--- src/rtl/wdg_pkg.sv ---
package wdg_pkg;

  typedef enum logic [1:0] {
    STG_IDLE = 2'd0,
    STG_IRQ  = 2'd1,
    STG_NMI  = 2'd2,
    STG_RST  = 2'd3
  } wdg_stage_e;

  // Highest stage a mode may reach: the mode value equals the stage count.
  function automatic logic [1:0] stage_cap(input logic [1:0] mode);
    return mode;
  endfunction

  // Stage after one expiry, saturating at the cap of the mode.
  function automatic wdg_stage_e next_stage(input wdg_stage_e cur,
                                            input logic [1:0] mode);
    logic [1:0] cur_v;
    cur_v = cur;
    if (cur_v < stage_cap(mode)) return wdg_stage_e'(cur_v + 2'd1);
    return cur;
  endfunction

  function automatic logic mode_enabled(input logic [1:0] mode);
    return mode != 2'd0;
  endfunction

endpackage

--- src/rtl/wdg_prescaler.sv ---
module wdg_prescaler #(
  parameter int DIV_LOG2 = 8
) (
  input  logic clk,
  input  logic rst_n,
  input  logic run,
  input  logic restart,
  output logic tick
);
  generate
    if (DIV_LOG2 == 0) begin : g_nodiv
      assign tick = run && !restart;
    end else begin : g_div
      logic [DIV_LOG2-1:0] pre_q;

      assign tick = run && !restart && (&pre_q);

      always_ff @(posedge clk or negedge rst_n) begin
        if (!rst_n)       pre_q <= '0;
        else if (restart) pre_q <= '0;
        else if (run)     pre_q <= pre_q + 1'b1;
      end
    end
  endgenerate
endmodule

--- src/rtl/wdg_downcount.sv ---
module wdg_downcount #(
  parameter int LEN_W = 16,
  parameter int LOW_W = 8
) (
  input  logic                   clk,
  input  logic                   rst_n,
  input  logic                   load,
  input  logic [LEN_W-1:0]       src_len,
  input  logic                   tick,
  output logic [LEN_W+LOW_W-1:0] cnt,
  output logic                   expire
);
  localparam int CNT_W = LEN_W + LOW_W;

  function automatic logic [CNT_W-1:0] reload_of(input logic [LEN_W-1:0] len);
    return {len, {LOW_W{1'b0}}};
  endfunction

  logic [CNT_W-1:0] cnt_q;

  assign expire = tick && (cnt_q == '0);
  assign cnt    = cnt_q;

  always_ff @(posedge clk or negedge rst_n) begin
    if (!rst_n)      cnt_q <= '0;
    else if (load)   cnt_q <= reload_of(src_len);
    else if (expire) cnt_q <= reload_of(src_len);
    else if (tick)   cnt_q <= cnt_q - 1'b1;
  end
endmodule

--- src/rtl/wdg_escalate.sv ---
module wdg_escalate
  import wdg_pkg::*;
(
  input  logic       clk,
  input  logic       rst_n,
  input  logic       clear,
  input  logic       expire,
  input  logic [1:0] mode,
  output wdg_stage_e stage,
  output logic       irq_pulse
);
  wdg_stage_e stage_q, stage_d;
  logic       irq_d;

  always_comb begin
    stage_d = stage_q;
    if (clear)       stage_d = STG_IDLE;
    else if (expire) stage_d = next_stage(stage_q, mode);
  end

  assign irq_d = !clear && expire && (stage_q == STG_IDLE) && mode_enabled(mode);

  always_ff @(posedge clk or negedge rst_n) begin
    if (!rst_n) begin
      stage_q   <= STG_IDLE;
      irq_pulse <= 1'b0;
    end else begin
      stage_q   <= stage_d;
      irq_pulse <= irq_d;
    end
  end

  assign stage = stage_q;
endmodule

--- src/rtl/wdg_escalator.sv ---
module wdg_escalator
  import wdg_pkg::*;
#(
  parameter int LEN_W    = 16,
  parameter int LOW_W    = 8,
  parameter int DIV_LOG2 = 8
) (
  input  logic                   clk,
  input  logic                   rst_n,
  input  logic                   cfg_we,
  input  logic [LEN_W-1:0]       cfg_len,
  input  logic [1:0]             cfg_mode,
  input  logic                   poke,
  output logic [LEN_W+LOW_W-1:0] cnt_o,
  output logic                   irq_o,
  output logic                   nmi_o,
  output logic                   srst_o
);
  logic [LEN_W-1:0] len_q;
  logic [1:0]       mode_q;
  logic [LEN_W-1:0] src_len;
  logic             enabled;
  logic             load;
  logic             tick;
  logic             expire;
  wdg_stage_e       stage;

  always_ff @(posedge clk or negedge rst_n) begin
    if (!rst_n) begin
      len_q  <= '0;
      mode_q <= 2'd0;
    end else if (cfg_we) begin
      len_q  <= cfg_len;
      mode_q <= cfg_mode;
    end
  end

  assign enabled = mode_enabled(mode_q);
  assign load    = cfg_we || poke;
  assign src_len = cfg_we ? cfg_len : len_q;

  wdg_prescaler #(.DIV_LOG2(DIV_LOG2)) u_pre (
    .clk     (clk),
    .rst_n   (rst_n),
    .run     (enabled),
    .restart (load),
    .tick    (tick)
  );

  wdg_downcount #(.LEN_W(LEN_W), .LOW_W(LOW_W)) u_cnt (
    .clk     (clk),
    .rst_n   (rst_n),
    .load    (load),
    .src_len (src_len),
    .tick    (tick),
    .cnt     (cnt_o),
    .expire  (expire)
  );

  wdg_escalate u_stg (
    .clk       (clk),
    .rst_n     (rst_n),
    .clear     (load),
    .expire    (expire),
    .mode      (mode_q),
    .stage     (stage),
    .irq_pulse (irq_o)
  );

  assign nmi_o  = (stage == STG_NMI) || (stage == STG_RST);
  assign srst_o = (stage == STG_RST);
endmodule

--- config.mk ---
export PLATFORM = sky130hd
export DESIGN_NAME = wdg_escalator
export DESIGN_NICKNAME = d
export VERILOG_FILES = /design/src/rtl/wdg_pkg.sv /design/src/rtl/wdg_prescaler.sv /design/src/rtl/wdg_downcount.sv /design/src/rtl/wdg_escalate.sv /design/src/rtl/wdg_escalator.sv
export SDC_FILE = /design/constraint.sdc
export NUM_CORES = 1
export LEC_CHECK = 0
export CAP_MARGIN = 15
export CORE_ASPECT_RATIO = 0.8
export CORE_MARGIN = 2
export CORE_UTILIZATION = 60
export CTS_BUF_LIST = sky130_fd_sc_hd__clkbuf_2
export CTS_CLUSTER_SIZE = 25
export DETAILED_ROUTE_END_ITERATION = 6
export DONT_BUFFER_PORTS = 1
export PLACE_DENSITY = 0.83
export SETUP_SLACK_MARGIN = 0.1
export SLEW_MARGIN = 20
export SYNTH_ARGS = -nofsm -noshare
export SYNTH_HDL_FRONTEND = slang
export SYNTH_HIERARCHICAL = 1
export SYNTH_SLANG_ARGS = --single-unit
--- constraint.sdc ---
create_clock -name clk -period 8.8 [get_ports clk]
set_input_delay 1.32 -clock clk [delete_from_list [all_inputs] [get_ports clk]]
set_output_delay 1.32 -clock clk [all_outputs]
set_load 0.02 [all_outputs]
After elaboration in Yosys (flattened, before gate mapping)
Cells that the tools add are included.
Storage, ports and cells
  register bits after elaboration: 53
  logic and storage cells: 43
Operators by class
  add/sub/neg operators: 3
  $lt $le $gt $ge: 1
  eq/ne operators: 2
  muxes and demuxes: 13
  reduce and logical (&&, ||, !) cells: 18
Operators with widths (number)
  $mux 24: 3
  $logic_not 24->1: 1
  $sub 24x1->24 const B: 1
  $mux 16: 1
  $mux 8: 2
  $add 8x1->8 const B: 1
  $mux 2: 4
  $reduce_and 8->1: 1
  $reduce_bool 2->1: 4
  $logic_and 1x1->1: 6
  $eq 2x2->1 const B: 2
  $mux 1: 3
  $reduce_bool 3->1: 1
  $add 2x1->2 const B: 1
  $logic_not 2->1: 1
  $logic_or 1x1->1: 2
  $lt 2x2->1: 1
  $reduce_and 2->1: 1
  $logic_not 1->1: 1

Depth between registers and ports, before layout
  depth after elaboration: 10
  gate-level depth with buffers: 13

Hierarchy
The synthesis kept the hierarchy.
By module, submodules not included
  wdg_downcount: times used 1, cells each 189, area each 1656.6 um2, seq. area each 600.6 um2
  wdg_escalator: times used 1, cells each 42, area each 740.7 um2, seq. area each 450.4 um2
  wdg_prescaler: times used 1, cells each 39, area each 404.1 um2, seq. area each 200.2 um2
  wdg_escalate: times used 1, cells each 19, area each 186.4 um2, seq. area each 75.1 um2

Least setup slack after synthesis
No wires, ideal clock.
  path type: in2reg
  from: input cfg_we
  to: register u_stg.stage_q[0], in the netlist u_stg/stage[0]
  library setup time: 0.128 ns
  arrival time: 4.395 ns
  required time: 8.672 ns
  path slack: 4.278 ns
  stages: 13
  buffers on the path: 4
  cell sequence: buf_6 -> buf_12 -> or2_1 -> clkbuf_1 -> nor4_1 -> nor2b_1 -> nand4_1 -> or3_1 -> buf_6 -> clkinv_4 -> nand2b_1 -> a21oi_2 -> mux2_1
Between the ends
  word-level cells in the longest chain between the ends: 7
  elaborated cells on any way between the ends: 9
RTL lines
  start, declared: line wdg_escalator.sv:10  | input logic cfg_we,
  $logic_or 1x1->1: line wdg_escalator.sv:39  | assign load = cfg_we || poke;
  net load: line wdg_escalator.sv:23  | logic load;
  $logic_not 1->1: line wdg_prescaler.sv:16  | assign tick = run && !restart && (&pre_q);
  $logic_and 1x1->1 (2 in a row): line wdg_prescaler.sv:16
  net tick: line wdg_escalator.sv:24  | logic tick;
  $logic_and 1x1->1: line wdg_downcount.sv:21  | assign expire = tick && (cnt_q == '0);
  net expire: line wdg_escalator.sv:25  | logic expire;
  $reduce_bool 2->1 (no source line)
  $reduce_and 2->1 (no source line)
  end signal, assigned: line wdg_escalate.sv:28  | stage_q <= stage_d;
  end, declared: line wdg_escalate.sv:12  | wdg_stage_e stage_q, stage_d;
The timed path passes the listed nets, and every way through them passes these cells.
A chain may end at the register's enable or synchronous reset.

Worst setup path in the final report
  from: input cfg_we
  to: register u_cnt.cnt_q[11], in the netlist u_cnt/cnt[11]
Between the ends
  word-level cells in the longest chain between the ends: 7
  elaborated cells on any way between the ends: 9
RTL lines
  $logic_or 1x1->1 (*): line wdg_escalator.sv:39
  $logic_not 1->1 (*): line wdg_prescaler.sv:16
  $logic_and 1x1->1 (*) (2 in a row): line wdg_prescaler.sv:16
  net tick: line wdg_escalator.sv:24
  $logic_and 1x1->1: line wdg_downcount.sv:21
  $mux 24: line wdg_downcount.sv:27  | else if (expire) cnt_q <= reload_of(src_len);
  $mux 24: line wdg_downcount.sv:26  | else if (load) cnt_q <= reload_of(src_len);
  end signal, assigned: line wdg_downcount.sv:26
  end signal, assigned: line wdg_downcount.sv:27
  end signal, assigned: line wdg_downcount.sv:28  | else if (tick) cnt_q <= cnt_q - 1'b1;
  end, declared: line wdg_downcount.sv:19  | logic [CNT_W-1:0] cnt_q;
The timed path passes the listed nets; every way through them passes the cells marked *.

==> flow_results.xml <==
<?xml version="1.0" encoding="UTF-8"?>
<metrics>
  <group name="clock_tree">
    <metric name="cts_sinks" unit="">53</metric>
    <metric name="resized_after_cts" unit="">0</metric>
    <metric name="cts_hold_buffers" unit="">0</metric>
    <metric name="cts_root_buf" unit="">clkbuf_2</metric>
    <metric name="max-clock-path-buffers" unit="">2</metric>
    <metric name="cts_tree" unit="">built</metric>
    <metric name="clk_transition_reported_paths" unit="ns">0.25</metric>
    <metric name="cts_setup_buffers" unit="">0</metric>
    <metric name="clock_insertion_delay_worst_skew" unit="ns">0.44</metric>
    <metric name="cts-buffers-inserted" unit="">5</metric>
    <metric name="total_number_of_h_tree_levels" unit="">2</metric>
  </group>
  <group name="sta">
    <metric name="hold_viol_final" unit="">0</metric>
    <metric name="final.hold.worst_slack" unit="ns">0.520</metric>
    <metric name="worst_tran_pin_value" unit="ns">0.837</metric>
    <metric name="layout_worst_path_cycle_share" unit="%">42.8</metric>
    <metric name="max-slew-margin-rel" unit="%">44.2</metric>
    <metric name="drv_slew" unit="">0</metric>
    <metric name="clock_skew_after_layout" unit="ns">0.0228</metric>
    <metric name="timing.fmax" unit="GHz">0.266</metric>
    <metric name="grt_setup_unrepaired" unit="">false</metric>
    <metric name="setup_total_negative_slack" unit="ns">0</metric>
    <metric name="final-setup-viol-count" unit="">0</metric>
    <metric name="post-route-min-period" unit="ns">3.76</metric>
  </group>
  <group name="floorplanning">
    <metric name="rows" unit="">22</metric>
    <metric name="io_pins" unit="">49</metric>
    <metric name="start_util" unit="%">63.9</metric>
    <metric name="core" unit="mm²">0.00468</metric>
    <metric name="overall_die_area" unit="mm²">0.00556</metric>
    <metric name="die_w" unit="µm">82.9</metric>
    <metric name="dieHeight" unit="µm">67.1</metric>
  </group>
  <group name="yosys">
    <metric name="ys_async_sr_fraction" unit="%">100</metric>
    <metric name="ys_types" unit="">64</metric>
    <metric name="synth-warning-count" unit="">6</metric>
    <metric name="synthesis.area_per_instance" unit="µm²">10.3</metric>
    <metric name="synth_sequential_area_ratio" unit="%">44.4</metric>
    <metric name="synth_fp_nets" unit="">316</metric>
    <metric name="most_frequently_used_flop_master_after_synthesis" unit="">dfrtp_1</metric>
    <metric name="syn-instance-count" unit="">289</metric>
    <metric name="synthesis.area" unit="mm²">0.00299</metric>
    <metric name="postSynthRegisterBits" unit="">53</metric>
    <metric name="number_of_enable_type_register_cells_in_the_synthesized_netlist" unit="">0</metric>
  </group>
  <group name="power">
    <metric name="peakVddDrop" unit="mV">0.0995</metric>
    <metric name="leakage" unit="µW">0.00124</metric>
    <metric name="cellPowerDensity" unit="mW/mm²">161</metric>
    <metric name="totalPowerFinal" unit="µW">484</metric>
  </group>
  <group name="global_route">
    <metric name="vias_in_the_first_global_route" unit="">2139</metric>
    <metric name="grt_util_all_layers" unit="%">24.5</metric>
    <metric name="grt_pass1_wl" unit="µm">10800</metric>
    <metric name="antenna_found_initial" unit="">0</metric>
    <metric name="grt_max_degree" unit="">54</metric>
    <metric name="grt_overflow" unit="">0</metric>
  </group>
  <group name="worst_hold_path">
    <metric name="min-delay-path-class" unit="">in -&gt; async</metric>
  </group>
  <group name="worst_setup_path">
    <metric name="crit_fanout" unit="">25</metric>
    <metric name="critical_path_class" unit="">in -&gt; reg</metric>
    <metric name="cp.arrival" unit="ns">4.14</metric>
    <metric name="reg2reg_slack" unit="ns">5.81</metric>
    <metric name="worst_r2r_endpoint" unit="">u_cnt/cnt[11]</metric>
    <metric name="ff2ff_path_depth" unit="">6</metric>
    <metric name="rr_startpoint" unit="">u_cnt/cnt[16]</metric>
    <metric name="crit_required" unit="ns">9.18</metric>
    <metric name="worst_setup_path_start_kind" unit="">input port</metric>
    <metric name="crit_path_end_kind" unit="">flip-flop</metric>
  </group>
  <group name="placement">
    <metric name="numPortBuffers" unit="">0</metric>
    <metric name="gp_routability_congestion" unit="">0.871</metric>
    <metric name="detailed_place_hpwl" unit="µm">4500</metric>
  </group>
  <group name="detailed_routing">
    <metric name="antenna_left" unit="">0</metric>
    <metric name="vias" unit="">2250</metric>
    <metric name="drt-wirelength-per-cell" unit="µm">18.5</metric>
    <metric name="drt_iter0_drc" unit="">230</metric>
    <metric name="vias_per_cell" unit="">6.54</metric>
    <metric name="detail_route.drc_violations" unit="">0</metric>
    <metric name="detailedRoute.firstPassIterationCount" unit="">4</metric>
    <metric name="postRouteWirelength" unit="µm">6370</metric>
  </group>
  <group name="run">
    <metric name="maxCapViolCount" unit="">0</metric>
  </group>
  <group name="cells_and_area">
    <metric name="nets" unit="">311</metric>
    <metric name="insertedDiodeCount" unit="">0</metric>
    <metric name="drive_above_1_share" unit="%">15.5</metric>
    <metric name="syn2layout_area_growth" unit="%">0.419</metric>
  </group>
  <group name="outcome">
    <metric name="outcome" unit="">completed</metric>
  </group>
</metrics>
-- layer usage --
metal	part of all wire [%]	up-vias	track usage [%]	wire, µm
met5	0	-	0	0
met4	0.96	0	7.38	61
met3	7.4	7	5.58	474
met2	45	87	37.2	2870
met1	46	1106	35.6	2960
li1	-	1050	-	-
-- placed cells by master (no fill, tap or decap), drive strengths merged, types with 5 or more instances in the layout --
| cell type | n |
|---|---|
| inv | 8 |
| nand2b | 5 |
| ha | 5 |
| clkbuf | 6 |
| nor3 | 10 |
| nand4 | 7 |
| mux2 | 19 |
| a21oi | 10 |
| dfrtp | 53 |
| or4 | 7 |
| nor2 | 25 |
| mux2i | 6 |
| nand3 | 13 |
| nor4 | 13 |
| o21ai | 12 |
| nand2 | 19 |
| xor2 | 5 |
| xnor2 | 5 |
| or3 | 9 |
-- cells by family (layout without fill, tap and decap cells) --
kind of cell	after synthesis	count (layout)	share of synthesized area, %
compound gates	47	47	11.1
flops	53	53	44.4
buf+inv	24	19	5.49
fa+ha+maj	5	5	2.09
simple gates	125	125	23.7
xor+xnor	10	10	2.93
mux	25	25	10.3
-- cell usage after synthesis (2+ instances only) --
master      n  area (µm²)
a211o_1     2        17.5
a21oi_1     9        45.0
a22oi_1     2        15.0
a2bb2oi_1   2        17.5
a31oi_1     3        18.8
and3_1      2        12.5
buf_12      2        40.0
buf_2       2        10.0
buf_4       3        22.5
buf_6       3        33.8
clkbuf_1    5        18.8
dfrtp_1    53        1330
ha_1        5        62.6
inv_1       8        30.0
mux2_2      9         101
mux2_4      9         135
mux2i_1     6        60.1
nand2_1    19        71.3
nand2b_1    5        31.3
nand3_1    13        65.1
nand4_1     5        31.3
nor2_1     25        93.8
nor2b_1     3        18.8
nor3_1     10        50.1
nor3b_1     3        22.5
nor4_1     12        75.1
o21ai_0    10        50.1
o31ai_1     2        15.0
or2_2       2        12.5
or3_1       8        50.1
or4_1       6        45.0
xnor2_1     5        43.8
xor2_1      5        43.8
-- cell type report --
cell class              instances  area (µm²)
clock inverters                 1        3.75
clock buffers                   6        30.0
multi-input cells             212        1500
flip-flops and latches         53        1330
fillers                       382        1680
repair buffers                  3        22.5
well taps                      60        75.1
inverters                       9        38.8
-- worst max-delay path by stage --
stage                 from  cells after the start        endpoint
floorplan           cfg_we                     13  u_stg/stage[0]
global placement    cfg_we                     10  u_stg/stage[0]
detailed placement  cfg_we                      9   u_cnt/cnt[11]
CTS                 cfg_we                     10  u_stg/stage[0]
global route        cfg_we                      9   u_cnt/cnt[11]
finish              cfg_we                      9   u_cnt/cnt[11]
-- power by group --
| group | switching [µW] | internal (µW) | leakage [µW] |
|---|---|---|---|
| Combinational | 40.4 | 39.5 | 0.000557 |
| Sequential | 48.0 | 265 | 0.000661 |
| Clock | 73.0 | 18.5 | 0.0000265 |
| Total | 161 | 323 | 0.00124 |
-- state kept, by name, summed over array words and instances (netlist names) --
| name | cells |
|---|---|
| u_cnt/cnt | 24 |
| u_pre/g_div.pre_q | 8 |
| len_q | 16 |
| mode_q | 2 |
| u_stg/irq_pulse | 1 |
| u_stg/stage | 2 |
-- critical path, cell delays in order --
cell	delay (ns)
or2_1	0.52
nor4_2	0.37
buf_4	0.23
nor2b_1	0.19
nand4_1	0.19
o31ai_2	0.75
buf_4	0.30
o21ai_0	0.10
a22oi_1	0.15
-- metrics by stage --
step	std cells	cell area (µm²)	util [%]	worst slack, ns
6_report	344	3000	64.1	5.04
3_5_place_dp	337	2970	63.4	4.61
5_1_grt	344	3000	64.1	4.79
2_1_floorplan	289	2990	-	4.28
4_1_cts	344	3000	64.1	5.09
3_3_place_gp	337	2970	63.4	4.68
(Power assumes the default switching activity.)
